[src/rtl/wbk_pkg.sv]
package wbk_pkg;
  localparam int unsigned REG_W = 32;
  localparam int unsigned DIM_W = 16;
  localparam int unsigned NCFG  = 3;

  typedef enum logic [2:0] {
    IDX_PTR   = 3'd0,
    IDX_PITCH = 3'd1,
    IDX_SIZE  = 3'd2,
    IDX_CTRL  = 3'd3,
    IDX_PROG  = 3'd4
  } reg_idx_e;

  localparam int unsigned B_GO     = 0;
  localparam int unsigned B_BUSY   = 1;
  localparam int unsigned B_IRQEN  = 2;
  localparam int unsigned B_ABORT  = 14;
  localparam int unsigned B_EOFSTR = 15;
  localparam int unsigned B_PWRDN  = 21;

  localparam logic [7:0]       ID_HI     = 8'h54;
  localparam logic [1:0]       ID_LO     = 2'b01;
  localparam logic [REG_W-1:0] CTRL_KEEP = 32'h003F_BFFC;
endpackage

[src/rtl/wbk_cfg_regs.sv]
module wbk_cfg_regs
  import wbk_pkg::*;
(
  input  logic             clk,
  input  logic             rst_n,
  input  logic [NCFG-1:0]  cfg_wsel,
  input  logic             ctrl_wsel,
  input  logic             busy,
  input  logic [REG_W-1:0] wdata,
  output logic [REG_W-1:0] cfg_q [NCFG],
  output logic [REG_W-1:0] ctrl_q
);
  genvar k;
  generate
    for (k = 0; k < NCFG; k++) begin : g_cfg
      always_ff @(posedge clk or negedge rst_n) begin
        if (!rst_n)                    cfg_q[k] <= '0;
        else if (cfg_wsel[k] && !busy) cfg_q[k] <= wdata;
      end
    end
  endgenerate

  // Control settings may change at any time; start/abort/busy are not stored.
  always_ff @(posedge clk or negedge rst_n) begin
    if (!rst_n)         ctrl_q <= '0;
    else if (ctrl_wsel) ctrl_q <= wdata & CTRL_KEEP;
  end
endmodule

[src/rtl/wbk_frame_seq.sv]
module wbk_frame_seq
  import wbk_pkg::*;
(
  input  logic             clk,
  input  logic             rst_n,
  input  logic             go_req,
  input  logic             abort_req,
  input  logic             pwrdn,
  input  logic             eof_start_en,
  input  logic [DIM_W-1:0] height,
  input  logic             line_commit,
  output logic             busy,
  output logic [DIM_W-1:0] progress,
  output logic             frame_start
);
  logic accept, at_end;
  assign accept = go_req && !busy && !pwrdn;
  assign at_end = busy && (progress == height);

  always_ff @(posedge clk or negedge rst_n) begin
    if (!rst_n) begin
      busy        <= 1'b0;
      progress    <= '0;
      frame_start <= 1'b0;
    end else begin
      frame_start <= 1'b0;
      if (accept) begin
        busy        <= 1'b1;
        progress    <= '0;
        frame_start <= 1'b1;
      end else if (busy) begin
        if (abort_req) begin
          busy <= 1'b0;
        end else if (at_end) begin
          busy        <= 1'b0;
          frame_start <= eof_start_en;
        end else if (line_commit) begin
          progress <= progress + 1'b1;
        end
      end
    end
  end
endmodule

[src/rtl/wbk_seq.sv]
module wbk_seq
  import wbk_pkg::*;
#(
  parameter int unsigned ADDR_W = 5
) (
  input  logic              clk,
  input  logic              rst_n,
  input  logic              bus_wr_en,
  input  logic [ADDR_W-1:0] bus_addr,
  input  logic [REG_W-1:0]  bus_wdata,
  output logic [REG_W-1:0]  bus_rdata,
  input  logic              line_commit,
  output logic              frame_start,
  output logic              irq,
  output logic              wr_allow,
  output logic              mem_pwrdn,
  output logic [REG_W-1:0]  cfg_ptr,
  output logic [REG_W-1:0]  cfg_pitch,
  output logic [DIM_W-1:0]  cfg_width,
  output logic [DIM_W-1:0]  cfg_height
);
  localparam int unsigned IDX_W = ADDR_W - 2;

  logic [IDX_W-1:0] widx;
  logic             aligned;
  logic [NCFG-1:0]  cfg_wsel;
  logic             ctrl_wsel;
  logic [REG_W-1:0] cfg_q [NCFG];
  logic [REG_W-1:0] ctrl_q;
  logic             busy;
  logic [DIM_W-1:0] progress;

  assign widx    = bus_addr[ADDR_W-1:2];
  assign aligned = (bus_addr[1:0] == 2'b00);

  genvar k;
  generate
    for (k = 0; k < NCFG; k++) begin : g_sel
      assign cfg_wsel[k] = bus_wr_en && aligned && (widx == IDX_W'(k));
    end
  endgenerate
  assign ctrl_wsel = bus_wr_en && aligned && (widx == IDX_W'(IDX_CTRL));

  wbk_cfg_regs u_regs (
    .clk       (clk),
    .rst_n     (rst_n),
    .cfg_wsel  (cfg_wsel),
    .ctrl_wsel (ctrl_wsel),
    .busy      (busy),
    .wdata     (bus_wdata),
    .cfg_q     (cfg_q),
    .ctrl_q    (ctrl_q)
  );

  wbk_frame_seq u_seq (
    .clk          (clk),
    .rst_n        (rst_n),
    .go_req       (ctrl_wsel && bus_wdata[B_GO]),
    .abort_req    (ctrl_wsel && bus_wdata[B_ABORT]),
    .pwrdn        (ctrl_q[B_PWRDN]),
    .eof_start_en (ctrl_q[B_EOFSTR]),
    .height       (cfg_height),
    .line_commit  (line_commit),
    .busy         (busy),
    .progress     (progress),
    .frame_start  (frame_start)
  );

  assign cfg_ptr    = cfg_q[IDX_PTR];
  assign cfg_pitch  = cfg_q[IDX_PITCH];
  assign cfg_width  = cfg_q[IDX_SIZE][DIM_W-1:0];
  assign cfg_height = cfg_q[IDX_SIZE][REG_W-1:DIM_W];
  assign irq        = ctrl_q[B_IRQEN] && !busy;
  assign wr_allow   = busy;
  assign mem_pwrdn  = ctrl_q[B_PWRDN];

  logic [REG_W-1:0] ctrl_rd;
  always_comb begin
    ctrl_rd         = ctrl_q;
    ctrl_rd[31:24]  = ID_HI;
    ctrl_rd[23:22]  = ID_LO;
    ctrl_rd[B_BUSY] = busy;
  end

  always_comb begin
    bus_rdata = '0;
    if (aligned) begin
      case (widx)
        IDX_W'(IDX_PTR):   bus_rdata = cfg_q[IDX_PTR];
        IDX_W'(IDX_PITCH): bus_rdata = cfg_q[IDX_PITCH];
        IDX_W'(IDX_SIZE):  bus_rdata = cfg_q[IDX_SIZE];
        IDX_W'(IDX_CTRL):  bus_rdata = ctrl_rd;
        IDX_W'(IDX_PROG):  bus_rdata = REG_W'(progress);
        default:           bus_rdata = '0;
      endcase
    end
  end
endmodule

[config.mk]
export PLATFORM = sky130hd
export DESIGN_NAME = wbk_seq
export DESIGN_NICKNAME = d
export VERILOG_FILES = /design/src/rtl/wbk_pkg.sv /design/src/rtl/wbk_cfg_regs.sv /design/src/rtl/wbk_frame_seq.sv /design/src/rtl/wbk_seq.sv
export SDC_FILE = /design/constraint.sdc
export NUM_CORES = 1
export LEC_CHECK = 0
export BUFFER_PORTS_ARGS = -buffer_cell sky130_fd_sc_hd__buf_2
export CORE_MARGIN = 2
export CORE_UTILIZATION = 50
export DETAILED_ROUTE_END_ITERATION = 10
export PLACE_DENSITY = 0.79
export SYNTH_ARGS = -nofsm -noshare
export SYNTH_HDL_FRONTEND = slang
export SYNTH_SLANG_ARGS = --single-unit
export TNS_END_PERCENT = 5
[constraint.sdc]
create_clock -name clk -period 2.67 [get_ports clk]
set_clock_uncertainty 0.1 [all_clocks]
set_input_delay 0.4005 -clock clk [delete_from_list [all_inputs] [get_ports clk]]
set_output_delay 0.4005 -clock clk [all_outputs]
set_load 0.005 [all_outputs]
======== Yosys cells after proc, flatten, opt, wreduce, memory -nomap -nowiden ========
Cells that the tools add are included.
storage, ports and cells
  register bits after elaboration ......... 133
  input bits .............................. 41
  output and inout bits ................... 132
  logic and storage cells ................. 51
cells by class
  $add $sub $neg .......................... 1
  eq/ne operators ......................... 7
  muxes and demuxes ....................... 15
  reductions and logical operators ........ 21
operators with widths
  operator               number
  $pmux 32 s5            1
  $mux 16                5
  $mux 32                1
  $add 16x1->16 const B  1
  $eq 16x16->1           1
  $logic_and 1x1->1      14
  $mux 1                 8
  $eq 3x2->1 const B     2
  $reduce_and 4->1       1
  $reduce_bool 2->1      2
  $eq 3x1->1 const B     1
  $eq 3x3->1 const B     1
  $logic_not 3->1        1
  $logic_not 1->1        2
  $logic_not 2->1        1
  $ne 2x1->1 const B     1
  $ne 2x2->1 const B     1

======== Depth between registers and ports, before layout ========
Gate-level depths: netlist of the first run.
  word-level depth ........................ 8
  depth in mapped cells ................... 8
  mapped depth without buffers ............ 7

======== By module ========
A second synthesis of the first run with hierarchy kept.
second synthesis, totals
  cell total of the unflattened synthesis .. 595
  area total of the unflattened synthesis .. 7397.1 um2
modules (own cells, without submodules)
  module         instances  cells an instance  area each (um2)  sequential area each (um2)
  wbk_cfg_regs   1          261                4748.3           2877.8
  wbk_seq        1          213                1524.0           0.0
  wbk_frame_seq  1          121                1124.8           450.4

======== Least setup slack after synthesis of the first run ========
OpenSTA, ideal clock, no wires.
  path type ............................... input-to-output
  start point ............................. input port bus_addr[2]
  end point ............................... output port bus_rdata[10]
  data arrival time ....................... 1551 ps
  data required time ...................... 2169 ps
  setup slack ............................. 619 ps
  stages .................................. 6
  path buffers ............................ 2
  cells stage by stage .................... buf_2 nor2_1 nor2b_1 nor3_1 clkbuf_1 and2_1
on the way
  cells in the longest elaborated chain, start to end .. 3
  elaborated cells on any way between the ends .. 7
  classes of those cells .................. eq/ne (4); mux (2); reduce/logical (1)
RTL lines
  what                                line           text
  start: declaration                  wbk_seq.sv:9   input logic [ADDR_W-1:0] bus_addr,
  $eq 3x3->1 (tied with other cells)  wbk_seq.sv:88  case (widx)
  $pmux 32 s5 (*)                     wbk_seq.sv:88
  $mux 32 (*)                         wbk_seq.sv:87  if (aligned) begin
  end: declaration                    wbk_seq.sv:11  output logic [REG_W-1:0] bus_rdata,
Mark *: on every way between the ends. The rest lies on a longest branch, timed or not.

======== Worst setup path after layout of the first run ========
  start point ............................. input port bus_addr[2]
  end point ............................... output port bus_rdata[4]
Same word-level chain as after synthesis.

==> results of run 1 <==
-- logic make-up (layout without fill, tap and decap cells) --
group | after synthesis | after routing | synth area share [%]
muxes | 148 | 148 | 26.18
DFF | 133 | 133 | 50.42
and+or+nand+nor | 110 | 110 | 8.776
AOI/OAI and AO/OA | 80 | 80 | 8.055
buffers and inverters | 39 | 234 | 2.938
xor gates and xnor gates | 26 | 26 | 3.450
adders and majority gates | 1 | 1 | 0.1895
-- flip-flops by register name (all words and copies together), names as in the netlist --
name and cells:
u_regs.ctrl_q 19, u_seq.frame_start 1, u_seq.busy 1, u_regs.cfg_q 96, u_seq.progress 16
-- power by group through the flow --
stage / registers, W / clock network (W) / logic, W
floorplan: 0.00271 / 0 / 0.000706
global placement: 0.00278 / 0 / 0.00123
detailed placement: 0.00280 / 0 / 0.00127
CTS: 0.00277 / 0.00226 / 0.00129
global route: 0.00283 / 0.00235 / 0.00140
finish: 0.00278 / 0.00223 / 0.00127
-- repair_timing --
item / CTS / global route
endpoints found under the setup margin: 0 / 0
hold buffers: 1 / 0
endpoints found under the hold margin: 60 / 0
-- final cells by class --
| cell class | count | area, um^2 | area share (%) |
|---|---|---|---|
| Sequential cell | 133 | 3328 | 39.93 |
| Timing Repair Buffer | 199 | 1110 | 13.32 |
| Multi-Input combinational cell | 365 | 3099 | 37.19 |
| Clock buffer | 28 | 526.8 | 6.320 |
| Inverter | 4 | 15.01 | 0.1802 |
| Clock inverter | 3 | 40.04 | 0.4804 |
| Tap cell | 172 | 215.2 | 2.582 |
-- cells in the mapped netlist (all sizes together), types with 2 or more instances --
master   instances
nor2b           11
xnor2            3
inv              4
nor4             5
dfrtp          133
and4             3
or3              2
nand2           11
and2            17
buf             21
o31ai            3
mux2i            8
clkbuf          14
o21ai            9
xor2            23
nor3             5
o2111ai          2
mux2           134
nand3            6
o22ai           18
a31o             2
nor2            38
a22oi           28
o211ai           3
a21oi           13
and3             4
mux4             6
or4              3
-- worst min-delay path by stage --
stage | slack, ps | start | cells past startpoint | to
after floorplan | 5 | rst_n | 0 | u_regs.cfg_q[0]$_DFFE_PN0P_
after global placement | 310 | rst_n | 1 | u_regs.cfg_q[7]$_DFFE_PN0P_
after detailed placement | 310 | rst_n | 1 | u_regs.cfg_q[7]$_DFFE_PN0P_
after CTS | 120 | bus_wdata[26] | 2 | u_regs.cfg_q[58]$_DFFE_PN0P_
after global routing | 130 | bus_wdata[26] | 2 | u_regs.cfg_q[58]$_DFFE_PN0P_
final | 130 | bus_wdata[26] | 2 | u_regs.cfg_q[58]$_DFFE_PN0P_
-- through the flow --
step	cell area, um^2	cells	util, %
6_report	8334	904	65.25
5_1_grt	8334	904	65.25
4_1_cts	8334	904	65.25
3_5_place_dp	7757	872	60.73
3_3_place_gp	7757	872	60.73
2_1_floorplan	6601	537	-
-- per-layer routing --
metal | vias up | wire [um] | GRT usage, % | part of all wire [%]
met5 | - | 0 | 0 | 0
met4 | 0 | 364 | 9.747 | 2.0
met3 | 36 | 1052 | 5.364 | 5.8
met2 | 206 | 8971 | 43.21 | 49
met1 | 2625 | 7773 | 35.05 | 43
li1 | 2331 | - | - | -
==> impl_metrics.ini, run 1 <==
[floorplan]
start_util_pct = 51.68
dieArea_um2 = 14140
die_h_um = 118.9
num_rows = 41
die_w_um = 118.9
core_area_um2 = 12770
io_pins = 173

[final_layout]
antenna_cells = 0
final_layout_size_suffix_gt1_share_pct = 50.41
nets = 762
final_cell_mix = buf_2, dfrtp_1, mux2_2, nor2_1, a22oi_1
final_common_cell = buf_2
area_delta_synth_final_pct = 26.25
fill_cells = 973

[flow_run]
maxCapViolations = 0

[logic_synthesis]
synthCells = 537
synth_seq_cells = 133
synth_flop_cell = dfrtp_1
ys_seq_area_share_pct = 50.42
yosys_warnings = 0
synthArstFlopShare_pct = 100.0
synth-edff-count = 0
syn_avg_cell_area_um2 = 12.29
yosysTopAreaCell = dfrtp_1
synth_top_area_share_pct = 50.42
syn_nets = 579
synth_cell_types = 42
synthTopCellsByArea = dfrtp_1, mux2_2, a22oi_1, xor2_1, nor2_1
syn_area_um2 = 6601

[worst_setup_path]
cpMaxStageDelayCell = nor2b_1
cpMostUsedCell = buf_2
r2r-end = u_regs.cfg_q[87]$_DFFE_PN0P_
endpoint = bus_rdata[4]
r2r_slack_ps = 560
worst-path-max-fanout = 12
max_stage_delay_ps = 490
end_kind = primary output
path_cells = buf_2 -> nor2b_1 -> buf_4 -> a22oi_1 -> o22ai_1 -> and2_1 -> buf_2
reg2reg_from = u_seq.busy$_DFF_PN0_
path_buf_inv = 3
worstSetupStartpoint = bus_addr[2]
worst-path-stages = 7
worstSetupPathType = primary input to primary output
startpoint_type = primary input
arrival_ps = 1910
cpLargestDelayFamily = simple AND/OR/NAND/NOR gates
worstPathRequired_ps = 2170
r2r_cells = 5

[power_and_ir_drop]
peakVddDrop_uv = 355.0
seq_power_share_pct = 44.3
p_leak_nw = 4.123
internal-power_w = 0.004547
p_sw_share_pct = 27.68
pwr-share-clk_pct = 35.5
p_total_w = 0.006287
combinationalPowerShare_pct = 20.3
powerDensity_nw_per_um2 = 754.4
switching_power_w = 0.001740

[cts]
cts.sinks = 133
cts_tree = built
clockRootBuffer = clkbuf_16
post-cts-setup-buffers = 0
cts_made_buffers = 17
ctsResizeCount = 0
cts_max_level = 4
clk_pin_slew_ps = 60
cts.path.max_buffers = 2
clock_latency_ps = 420

[route]
first_pass_iters = 4
wl_per_cell_um = 20.09
route.detailed.drc = 0
postRouteAntennaNets = 0
drt_iter0_drc = 350
vias = 5198
wirelength_um = 18160
via_per_inst = 5.750

[placement]
portBuffers = 172
globalplace.congestion = 0.9529
hpwl_um = 12910
pre_cts_ws_ps = 316.6

[timing]
timing.fmax_ghz = 0.4147
setup_viol = 0
tns_ps = 0
worst_pin_slew_ps = 654.4
hold_viol = 0
fin_crit_ps = 2411
relSlewSlack_pct = 56.37
rsz0062_at_grt = false
drv_slew = 0
hold_ws_ps = 132.3
post-route-period-util_pct = 90.31
layout_setup_ws_ps = 258.7

[global_route]
grt-ovfl-total = 0
grt_first_pass_wirelength_um = 29330
grt_start_max_net_pins = 63
grt_util_all_layers_pct = 26.47
grt_pass1_vias = 5374
antenna_found_initial = 0

[hold_path]
hp-class = primary input to flop

[run_status]
status = finished clean
Power figures use the tool's default switching activity.
==> run 2: changes to the inputs <==
--- a/config.mk
+++ b/config.mk
@@ -6,10 +6,11 @@
 export NUM_CORES = 1
 export LEC_CHECK = 0
 export BUFFER_PORTS_ARGS = -buffer_cell sky130_fd_sc_hd__buf_2
+export CAP_MARGIN = 15
 export CORE_MARGIN = 2
-export CORE_UTILIZATION = 50
+export CORE_UTILIZATION = 48
 export DETAILED_ROUTE_END_ITERATION = 10
-export PLACE_DENSITY = 0.79
+export PLACE_DENSITY = 0.8
 export SYNTH_ARGS = -nofsm -noshare
 export SYNTH_HDL_FRONTEND = slang
 export SYNTH_SLANG_ARGS = --single-unit
==> constraint.sdc (replaced) <==
create_clock -name clk -period 1.9 [get_ports clk]
set_clock_uncertainty 0.1 [all_clocks]
set_input_delay 0.285 -clock clk [delete_from_list [all_inputs] [get_ports clk]]
set_output_delay 0.285 -clock clk [all_outputs]
set_load 0.005 [all_outputs]
==> run 2 against run 1 <==
Net effect:
- the run now ends with setup timing left
- largest cell class unchanged
- clock-buffer cell count shrank 6
- final cell count grew 6.5%
- power grew 56%
- via count grew 5.5%
- first-iteration DRC count grew 1.7%
- sequential share of layout area shrank 3.7 points
- die area grew 4.0%
- utilization grew 3.6 points
==> impl_metrics.ini, run 2 (same netlist as run 1, synthesis figures left out) <==
[route]
via_per_inst = 5.697
first_pass_iters = 5
route.detailed.drc = 0
postRouteAntennaNets = 0
wl_per_cell_um = 20.66
vias = 5486
wirelength_um = 19890
drt_iter0_drc = 356

[final_layout]
fin_area_um2 = 9184
area_delta_synth_final_pct = 39.12
final_layout_size_suffix_gt1_share_pct = 57.69
final_cell_mix = buf_2, dfrtp_1, mux2_2, buf_4, nor2_1
antenna_cells = 0
fin_util_pct = 68.80
multi_input_area_um2 = 3298
max_flop_register = u_regs.cfg_q
reg_top3 = u_regs.cfg_q x96, u_regs.ctrl_q x19, u_seq.progress x16
fill_cells = 943
ff_latch_area_um2 = 3329
final_common_cell = buf_2
nets = 817
largest_reg_flops = 96

[flow_run]
maxCapViolations = 0

[timing]
drv_slew = 0
worst_pin_slew_ps = 467.7
timing.fmax_ghz = 0.4821
hold_ws_ps = 31.06
setup_viol = 104
relSlewSlack_pct = 68.82
fin_crit_ps = 2074
layout_setup_ws_ps = -174.1
rsz0062_at_grt = true
post-route-period-util_pct = 109.2
hold_viol = 0

[floorplan]
die_w_um = 121.3
core_area_um2 = 13350
die_h_um = 121.3
dieArea_um2 = 14710
num_rows = 42
io_pins = 173
start_util_pct = 49.46

[worst_setup_path]
path_buf_inv = 1
worstSetupPathType = flop to primary output
cpLargestDelayFamily = flip-flops
end_kind = primary output
startpoint_type = flop
worst-path-max-fanout = 3
worstPathRequired_ps = 1510
arrival_ps = 1690
cpMaxStageDelayCell = dfrtp_1
path_cells = mux2_2 -> a22oi_1 -> o22ai_1 -> and2_1 -> buf_2
max_stage_delay_ps = 410

[cts]
cts_max_level = 4
cts.sinks = 133
cts_tree = built
clk_pin_slew_ps = 60
cts_made_buffers = 17
clockRootBuffer = clkbuf_16
clock_latency_ps = 420
cts.path.max_buffers = 2

[run_status]
status = finished with violations
violations = setup timing

[placement]
hpwl_um = 13800
globalplace.congestion = 0.9062
place_area_um2 = 8139
portBuffers = 172

[global_route]
grt_util_all_layers_pct = 27.13
grt_pass1_vias = 5573
grt_start_max_net_pins = 41
grt_first_pass_wirelength_um = 30420
antenna_found_initial = 0
grt-ovfl-total = 0

[hold_path]
hp-class = primary input to flop

[power_and_ir_drop]
peakVddDrop_uv = 708.3
powerDensity_nw_per_um2 = 1067
p_total_w = 0.009803
p_leak_nw = 4.557
==> run 2: cell count changes in the layout (fill, tap and decap cells not counted), sizes merged <==
cell / change
buf: +54
clkbuf: -5
bufinv: +4
clkinv: +1
clkinvlp: +1
==> run 2: final cells by class <==
type	instances	share of cell area, %
sequential	133	36.25
multi-input combinational	365	35.91
timing repair buffer	254	18.12
clock buffer	22	5.272
tap	176	2.398
clock inverter	9	1.880
inverter	4	0.1635
==> run 2: final timing paths <==
kind | cells after the start | startpoint | end | slack (ps)
min in group asynchronous | 2 | rst_n | u_regs.cfg_q[7]$_DFFE_PN0P_ | 280
max in group asynchronous | 3 | rst_n | u_seq.progress[5]$_DFFE_PN0P_ | 810
min reg2reg | 1 | u_regs.ctrl_q[19]$_DFFE_PN0N_ | u_regs.ctrl_q[19]$_DFFE_PN0N_ | 400
max reg2reg | 7 | u_seq.progress[5]$_DFFE_PN0P_ | u_seq.progress[11]$_DFFE_PN0P_ | -170
min | 2 | bus_wdata[26] | u_regs.cfg_q[58]$_DFFE_PN0P_ | 30
max | 5 | u_regs.cfg_q[5]$_DFFE_PN0P_ | bus_rdata[5] | -170
==> run 2: timing repair <==
item | in CTS | in global routing
endpoints found under the setup margin | 43 | 112
resized for setup | 35 | 39
gates cloned | 0 | 0
hold endpoints to repair | 29 | 0
hold buffers | 1 | 0
pin swaps | 10 | 10
buffers inserted | 4 | 7
==> run 2: report_power, final <==
part	switching (W)	leakage, nW	internal, W
sequential	0.000447	1.71	0.00337
clock	0.00119	0.322	0.00245
combinational	0.00100	2.53	0.00134
total	0.00264	4.56	0.00716
==> run 2: metrics by stage <==
| stage | TNS, ps | instances | worst slack, ps |
|---|---|---|---|
| after floorplan | 0 | 537 | 13.62 |
| after CTS | -5956 | 956 | -211.0 |
| final | -10180 | 963 | -174.1 |
| after global placement | -7990 | 920 | -397.9 |
| after global routing | -14960 | 963 | -245.5 |
| after detailed placement | -14550 | 920 | -485.5 |
==> run 2: worst reg2reg max path: cells and delay by family (launching register included) <==
kind / cells / cell delay [ps]
buf+inv: 1 / 240
xor+xnor: 2 / 330
simple gates: 3 / 660
flops: 1 / 400
compound gates: 1 / 220
==> run 2: per-layer routing <==
metal,share of wire [%],vias up,track usage (%)
met1,42,2768,35.96
met4,2.1,0,9.770
met2,51,238,45.01
li1,-,2438,-
met3,5.5,42,4.699
met5,0,-,0
